--- src/rtl/rotr_pkg.sv ---
// Package: shared types for the sequential rotate-right shifter.
// Assumes nothing beyond SystemVerilog 2017 enum support.
package rotr_pkg;

    // Controller phases: waiting, stepping, holding a finished result.
    typedef enum logic [1:0] {
        PH_IDLE   = 2'd0,
        PH_ROTATE = 2'd1,
        PH_HOLD   = 2'd2
    } phase_t;

    // Control bundle passed from controller to datapath.
    typedef struct packed {
        logic load;
        logic step;
    } dp_ctrl_t;

endpackage

--- src/rtl/rotr_ctrl.sv ---
// Module: rotr_ctrl
// Sequences one load cycle followed by one step per remaining count.
// Assumes amount is sampled only on the accepting edge; start is ignored
// while the phase is PH_ROTATE.
module rotr_ctrl
    import rotr_pkg::*;
#(
    parameter int AMT_W = 2
) (
    input  logic             clk,
    input  logic             rst_n,
    input  logic             start,
    input  logic [AMT_W-1:0] amount,
    output dp_ctrl_t         ctrl,
    output logic             busy,
    output logic             valid
);

    localparam logic [AMT_W-1:0] ONE = {{(AMT_W-1){1'b0}}, 1'b1};

    phase_t           phase;
    logic [AMT_W-1:0] remain;
    logic             accept;

    // Start is honoured only outside the stepping phase.
    always_comb begin
        accept = start && (phase != PH_ROTATE);
    end

    // Control outputs decoded from the phase.
    always_comb begin
        ctrl.load = accept;
        ctrl.step = (phase == PH_ROTATE);
        busy      = (phase == PH_ROTATE);
        valid     = (phase == PH_HOLD);
    end

    // Phase and step-count register.
    always_ff @(posedge clk) begin
        if (!rst_n) begin
            phase  <= PH_IDLE;
            remain <= '0;
        end else if (accept) begin
            remain <= amount;
            phase  <= (amount == '0) ? PH_HOLD : PH_ROTATE;
        end else if (phase == PH_ROTATE) begin
            remain <= remain - ONE;
            if (remain == ONE) begin
                phase <= PH_HOLD;
            end
        end
    end

endmodule

--- src/rtl/rotr_dp.sv ---
// Module: rotr_dp
// Working register that either loads a word or rotates right by one.
// Assumes load and step are never requested together.
module rotr_dp
    import rotr_pkg::*;
#(
    parameter int WIDTH = 4
) (
    input  logic             clk,
    input  logic             rst_n,
    input  dp_ctrl_t         ctrl,
    input  logic [WIDTH-1:0] din,
    output logic [WIDTH-1:0] q
);

    logic [WIDTH-1:0] rotated;

    // Single-position right rotate: the low bit wraps to the top.
    always_comb begin
        rotated = {q[0], q[WIDTH-1:1]};
    end

    // Register update: load has priority, otherwise step, else hold.
    always_ff @(posedge clk) begin
        if (!rst_n) begin
            q <= '0;
        end else if (ctrl.load) begin
            q <= din;
        end else if (ctrl.step) begin
            q <= rotated;
        end
    end

endmodule

--- src/rtl/rotr_seq.sv ---
// Module: rotr_seq (top)
// Multi-cycle rotate-right shifter: controller plus register datapath.
// Assumes a single clock domain and a synchronous active-low reset.
module rotr_seq
    import rotr_pkg::*;
#(
    parameter int WIDTH = 4,
    parameter int AMT_W = $clog2(WIDTH)
) (
    input  logic             clk,
    input  logic             rst_n,
    input  logic             start,
    input  logic [WIDTH-1:0] data_in,
    input  logic [AMT_W-1:0] amount,
    output logic [WIDTH-1:0] result,
    output logic             busy,
    output logic             valid
);

    dp_ctrl_t ctrl;

    rotr_ctrl #(.AMT_W(AMT_W)) u_ctrl (
        .clk    (clk),
        .rst_n  (rst_n),
        .start  (start),
        .amount (amount),
        .ctrl   (ctrl),
        .busy   (busy),
        .valid  (valid)
    );

    rotr_dp #(.WIDTH(WIDTH)) u_dp (
        .clk   (clk),
        .rst_n (rst_n),
        .ctrl  (ctrl),
        .din   (data_in),
        .q     (result)
    );

endmodule

--- config.mk ---
export PLATFORM = sky130hd
export DESIGN_NAME = rotr_seq
export DESIGN_NICKNAME = d
export VERILOG_FILES = /design/src/rtl/rotr_pkg.sv /design/src/rtl/rotr_ctrl.sv /design/src/rtl/rotr_dp.sv /design/src/rtl/rotr_seq.sv
export SDC_FILE = /design/constraint.sdc
export NUM_CORES = 1
export LEC_CHECK = 0
export ABC_AREA = 0
export BUFFER_PORTS_ARGS = -buffer_cell sky130_fd_sc_hd__clkbuf_2
export CORE_AREA = 2 2 40 42
export DETAILED_ROUTE_END_ITERATION = 10
export DIE_AREA = 0 0 42 44
export GPL_TIMING_DRIVEN = 0
export PLACE_DENSITY_LB_ADDON = 0.15
export SLEW_MARGIN = 10
export SYNTH_ARGS = -nofsm -noshare
export SYNTH_HDL_FRONTEND = slang
export SYNTH_SLANG_ARGS = --single-unit
--- constraint.sdc ---
create_clock -name clk -period 1.21 [get_ports clk]
set_clock_uncertainty 0.05 [all_clocks]
set_input_delay 0 -clock clk [delete_from_list [all_inputs] [get_ports clk]]
set_output_delay 0 -clock clk [all_outputs]
set_load 0.005 [all_outputs]
==> results_dict.tcl, run 1 <==
set metrics [dict create \
    outcome "finished clean" \
    cts_tree "yes" \
    die_height_um 44 \
    timing.slew.headroom 0.8140 \
    multi_input_area_sq_um 203.9 \
    grt_pass1_wl_um 1193 \
    finalNonFillerCells 75 \
    dp_cells 71 \
    path_max_fanout 5 \
    synthTopCellsByArea "dfxtp_1 (40%), mux2i_1 (10%), a211oi_1 (9.4%)" \
    min_path_type "input port to flop" \
    worstPathArrival_ns 1.20 \
    antenna_found_initial 0 \
    period_minus_slack_ns 1.124 \
    final_hold_viol_count 0 \
    crit_chain "nand2b_4, inv_4, a222oi_1, nor2_1" \
    rsz0062_at_grt "false" \
    drv_slew 0 \
    crit_type "flop to flop" \
    cts_buffers 3 \
    finalSetupViolations 0 \
    core_sq_mm 0.001419 \
    synth-seq-area-share 0.4000 \
    ys_types 18 \
    synth_area_sq_um 400.4 \
    final_layout_size_suffix_gt1_frac 0.3390 \
    placementRows 14 \
    antenna_cells 0 \
    netlist_instances 42 \
    post-cts-setup-buffers 0 \
    initial_utilization 0.2822 \
    first_global_vias 291 \
    power_density_mw_per_mm2 1260 \
    ff2ff_path_depth 4 \
    rr_endpoint "u_ctrl.phase[1]" \
    place_hpwl_um 558.2 \
    critPathCapture "u_ctrl.phase[1]" \
    drt_iter0_drc 8 \
    cts.clk_slew.worst_paths_ns 0.05 \
    synth_edf_count 0 \
    yosys_warnings 0 \
    finalNetCount 71 \
    ys_ff_latch 8 \
    grt_max_degree 11 \
    antenna_left 0 \
    drv_cap 0 \
    grt_use_total 0.08370 \
    crit_family "flip-flops" \
    tightest_slew_ns 0.2789 \
    port_buffers 13 \
    clock_path_buffers 2 \
    vias 348 \
    htreeDepth 1 \
    irDropWorstVdd_uv 625.2 \
    cts-resized-gates 0 \
    cts_hold_buf 1 \
    grt-ovfl-total 0 \
    r2r_setup_slack_ns 0.09 \
    crit_buf_inv 1 \
    io_pins 15 \
    dieArea_sq_mm 0.001848 \
    syn_to_final_growth_pct 29.38 \
    power.leakage_nw 0.2514 \
    drt-total-wl_um 744 \
    viasPerCell 4.640 \
    drc_errors 0 \
    synth.avg_cell_area_sq_um 9.533 \
    crit_path_max_incr_delay_ns 0.36 \
    fill_cells 156 \
    insertion_delay_ns 0.25 \
    cp-start-kind "flop" \
    gp_congestion 0.6739 \
    seqCellArea_sq_um 160.2 \
    drt_pass1_iterations 4 \
    fmax_ghz 0.8900 \
    r2r-start "u_ctrl.phase[1]" \
    critical_path.startpoint "u_ctrl.phase[1]" \
    async_reset_ff_frac 0 \
    cts_sinks 8 \
    yosysTopAreaCell "dfxtp_1" \
    worst-path-stages 4 \
    required_ns 1.29 \
    ys.flop_type "dfxtp_1" \
    fin_setup_tns_ns 0 \
    end_kind "flop" \
    die_w_um 42 \
    clockRootBuffer "clkbuf_4" \
    post_drt_wl_per_cell_um 9.920 \
    syn_nets 52 \
    finalCritPeriodShare 0.9286 \
    synth_top_area_share 0.4000 \
    slowest_stage "dfxtp_1" \
]
cells in the final DEF, fill, tap and decap left out, types with 2 or more instances in the layout:
cell and instances:
mux2i_1 4, nor2b_1 2, dfxtp_1 8, buf_6 2, clkbuf_4 3, a211oi_1 5, nand2_1 3, nor2_1 6
inv_1 2, clkbuf_2 13
cells in the mapped netlist (2+ instances only):
library cell / instances
a211oi_1: 5
mux2i_1: 4
nor2_1: 6
inv_1: 2
nor2b_1: 2
nand2_1: 3
dfxtp_1: 8
buf_6: 2
registers in the layout, summed over array words and instances (netlist names):
name and cells:
u_ctrl.remain 2, u_dp.q 4, u_ctrl.phase 2
metrics by stage:
step,area [sq um],setup WS [ns],power [mW],util,hold WS [ns]
2_1_floorplan,400.4,0.1600,0.4088,-,0.08341
3_3_place_gp,485.5,0.09089,0.4592,0.3422,0.1863
3_5_place_dp,485.5,0.09053,0.4571,0.3422,0.1904
4_1_cts,518.0,0.08429,0.6674,0.3651,0.02560
5_1_grt,518.0,0.04451,0.6933,0.3651,0.03955
6_report,518.0,0.08634,0.6528,0.3651,0.03031
tightest hold or removal path, cell delays in order:
cell	delay, ns
clkbuf_2	0.08
mux2i_1	0.12
a211oi_1	0.08
layout make-up:
cell class	instances	area share
clock buffers	3	0.04348
inverters	3	0.02657
multi-input cells	29	0.3937
plain buffers	2	0.04348
repair buffers	14	0.1449
well taps	16	0.03865
flip-flops and latches	8	0.3092
metal layers:
| layer | vias up | track usage | wire, um | share of wire |
|---|---|---|---|---|
| li1 | 186 | - | - | - |
| met1 | 156 | 0.1108 | 371 | 0.50 |
| met2 | 6 | 0.1219 | 338 | 0.45 |
| met3 | 0 | 0.04167 | 35 | 0.047 |
| met4 | 0 | 0.01935 | 0 | 0 |
| met5 | - | 0 | 0 | 0 |
kinds of logic (layout without fill, tap and decap cells):
kind of cell | Yosys count | in the layout | share of synthesized area
adders and majority gates | 1 | 1 | 0.03125
muxes | 4 | 4 | 0.1000
and+or+nand+nor | 13 | 13 | 0.1625
buffers and inverters | 5 | 22 | 0.09064
AOI/OAI and AO/OA | 11 | 11 | 0.2156
DFF | 8 | 8 | 0.4000
power by group:
| part | switching (mW) | internal [mW] | leakage (nW) |
|---|---|---|---|
| Sequential | 0.0210 | 0.292 | 0.0664 |
| Clock | 0.0871 | 0.113 | 0.0138 |
| Combinational | 0.0649 | 0.0749 | 0.171 |
how the worst min path moves through the flow:
stage          cells after the start                to  startpoint
2_1_floorplan                      1  u_ctrl.remain[1]       rst_n
3_3_place_gp                       2  u_ctrl.remain[1]       rst_n
3_5_place_dp                       2  u_ctrl.remain[1]       rst_n
4_1_cts                            3         u_dp.q[3]  data_in[3]
5_1_grt                            3         u_dp.q[3]  data_in[3]
6_report                           3         u_dp.q[3]  data_in[3]
(Power assumes the default switching activity.)
==> inputs of run 2 (changes only) <==
--- a/config.mk
+++ b/config.mk
@@ -5,14 +5,15 @@
 export SDC_FILE = /design/constraint.sdc
 export NUM_CORES = 1
 export LEC_CHECK = 0
-export ABC_AREA = 0
+export ABC_AREA = 1
 export BUFFER_PORTS_ARGS = -buffer_cell sky130_fd_sc_hd__clkbuf_2
-export CORE_AREA = 2 2 40 42
+export CORE_AREA = 2 2 43 45
 export DETAILED_ROUTE_END_ITERATION = 10
-export DIE_AREA = 0 0 42 44
+export DIE_AREA = 0 0 45 47
 export GPL_TIMING_DRIVEN = 0
 export PLACE_DENSITY_LB_ADDON = 0.15
 export SLEW_MARGIN = 10
 export SYNTH_ARGS = -nofsm -noshare
 export SYNTH_HDL_FRONTEND = slang
+export SYNTH_HIERARCHICAL = 1
 export SYNTH_SLANG_ARGS = --single-unit
==> constraint.sdc (replaced) <==
create_clock -name clk -period 1 [get_ports clk]
set_clock_uncertainty 0.05 [all_clocks]
set_input_delay 0 -clock clk [delete_from_list [all_inputs] [get_ports clk]]
set_output_delay 0 -clock clk [all_outputs]
set_load 0.005 [all_outputs]
==> run 2 against run 1 <==
Net effect: the run now ends with setup timing left; die area is 14% higher; combinational power is 84% higher; synthesized cell count is 74% higher; sequential share of layout area is 6.9 points lower; critical endpoint is now u_dp/q[1]; cell area is 35% higher; total power is 33% higher; cell count is 51% higher; sequential cell count stayed put; largest power group unchanged; highest routed layer unchanged; clock power is 17% higher; non-clock buffer count is 6 higher; sequential power is 20% higher; fmax is 3.8% higher.
==> results_dict.tcl, run 2 <==
set metrics [dict create \
    netlist_instances 73 \
    port_buffers 14 \
    crit_family "simple AND/OR/NAND/NOR gates" \
    antenna_found_initial 0 \
    place_hpwl_um 740.4 \
    crit_top_cell "nand2_1" \
    required_ns 1.15 \
    met1Wirelength_um 477 \
    ys_ff_latch 8 \
    stdcell_area_sq_um 696.9 \
    highest_layer "met3" \
    crit_chain "inv_2, nand2_4, clkinv_4, buf_6, nor2_4, nand2_1, nand3_1, nand2_1, inv_1" \
    outcome "finished with violations" \
    clock_path_buffers 2 \
    synth_edf_count 0 \
    fin_setup_tns_ns -0.3588 \
    seqCellArea_sq_um 167.7 \
    whs_ns 0.003929 \
    synthTopCellsByArea "dfxtp_1 (35%), nand2_1 (20%), nand3_1 (13%)" \
    cts_tree "yes" \
    finalSetupViolations 8 \
    slowest_stage "dfxtp_2" \
    io_pins 15 \
    rsz0062_at_grt "true" \
    finalNetCount 108 \
    syn_to_final_growth_pct 51.77 \
    regMostFlops "u_dp/q" \
    crit_type "flop to flop" \
    cts_sinks 8 \
    irDropWorstVdd_uv 688.7 \
    worstPathArrival_ns 1.23 \
    clockRootBuffer "clkbuf_4" \
    ys.flop_type "dfxtp_1" \
    die_w_um 45 \
    grt_use_total 0.1175 \
    drt-total-wl_um 1073 \
    met3_length_um 60 \
    die_height_um 47 \
    viasPerCell 4.301 \
    post_drt_wl_per_cell_um 9.496 \
    crit_buf_inv 4 \
    insertion_delay_ns 0.25 \
    async_reset_ff_frac 0 \
    end_kind "flop" \
    antenna_cells 0 \
    vias 486 \
    htreeDepth 1 \
    place_area_sq_um 561.8 \
    violations "setup timing" \
    yosysTopAreaCell "dfxtp_1" \
    power_mw 0.8681 \
    gp_congestion 0.7309 \
    ys_types 15 \
    syn_nets 83 \
    synth_common_cells "nand2_1 (24), inv_1 (13), nand3_1 (12)" \
    finalNonFillerCells 113 \
    multi_input_area_sq_um 272.8 \
    power_density_mw_per_mm2 1246 \
    layout_top_registers "u_dp/q x4, u_ctrl/phase x2, u_ctrl/remain x2" \
    tightest_slew_ns 0.2279 \
    synth_area_sq_um 459.2 \
    drt_iter0_drc 4 \
    dp_cells 104 \
    fin_util 0.4220 \
    fill_cells 205 \
    synth_top_area_share 0.3488 \
    met2_length_um 536 \
    dieArea_sq_mm 0.002115 \
    path_max_fanout 5 \
    layout_common_cells "nand2_1 (21), clkbuf_2 (13), inv_1 (11)" \
    dp_slack_ns -0.1582 \
    drt_pass1_iterations 4 \
    grt_pass1_wl_um 1738 \
    min_path_type "input port to flop" \
    final_layout_size_suffix_gt1_frac 0.4896 \
    placementRows 15 \
    layout_commonest_cell "nand2_1" \
    cp-start-kind "flop" \
    grt-ovfl-total 0 \
    first_global_vias 432 \
    fmax_ghz 0.9237 \
    timing.slew.headroom 0.8465 \
    final_hold_viol_count 0 \
    cts.clk_slew.worst_paths_ns 0.05 \
    initial_utilization 0.2780 \
    finalCritPeriodShare 1.083 \
    cts_buffers 3 \
    synth.avg_cell_area_sq_um 6.290 \
    period_minus_slack_ns 1.083 \
    grt_max_degree 8 \
    setup_slack_ns -0.08264 \
    crit_path_max_incr_delay_ns 0.33 \
    drv_slew 0 \
    core_sq_mm 0.001652 \
    synth-seq-area-share 0.3488 \
    power.leakage_nw 0.3823 \
    antenna_left 0 \
    yosys_warnings 6 \
    drv_cap 0 \
    yosysMostFrequentCell "nand2_1" \
    largest_register_ffs 4 \
    drc_errors 0 \
]
[run 2: cell families (layout without fill, tap and decap cells)]
logic type | Yosys count | in the layout | synth area share
DFF | 8 | 8 | 0.3488
adders and majority gates | 1 | 1 | 0.02724
AOI/OAI and AO/OA | 5 | 5 | 0.06265
and+or+nand+nor | 40 | 40 | 0.3869
buffers and inverters | 19 | 42 | 0.1744
[run 2: tightest hold or removal path, cell delays in order]
cell      delay [ns]
clkbuf_2        0.15
nand2_1         0.09
inv_1           0.03
[run 2: timing repair]
action / in CTS / in global routing
hold buffers: 2 / 0
endpoints found under the setup margin: 5 / 10
gates resized for setup: 3 / 18
endpoints found under the hold margin: 2 / 0
buffers inserted: 4 / 1
pin swaps: 3 / 2
[run 2: final timing paths]
check	endpoint	cells after the start	slack [ns]	startpoint
hold / removal	u_ctrl/remain[1]	3	0.004	rst_n
setup / recovery	u_dp/q[1]	9	-0.08	u_ctrl/phase[1]
setup reg to reg	u_dp/q[1]	9	-0.08	u_ctrl/phase[1]
hold reg to reg	u_dp/q[2]	2	0.45	u_dp/q[2]
[run 2: area by class of cell]
cell class	instances	share of cell area
plain buffers	1	0.01616
flip-flops and latches	8	0.2406
inverters	17	0.1059
repair buffers	21	0.1831
multi-input cells	46	0.3914
clock buffers	3	0.03232
well taps	17	0.03052
[run 2: where the power goes]
group          switching (mW)  internal, mW  total (mW)
logic                   0.136         0.121       0.257
registers              0.0251         0.351       0.376
clock network          0.0989         0.137       0.235
total                   0.260         0.609       0.868
[run 2: per-layer routing]
layer | GRT usage | up-vias
met5 | 0 | -
met4 | 0.03529 | 0
met1 | 0.1508 | 207
met3 | 0.06923 | 0
li1 | - | 268
met2 | 0.1657 | 11
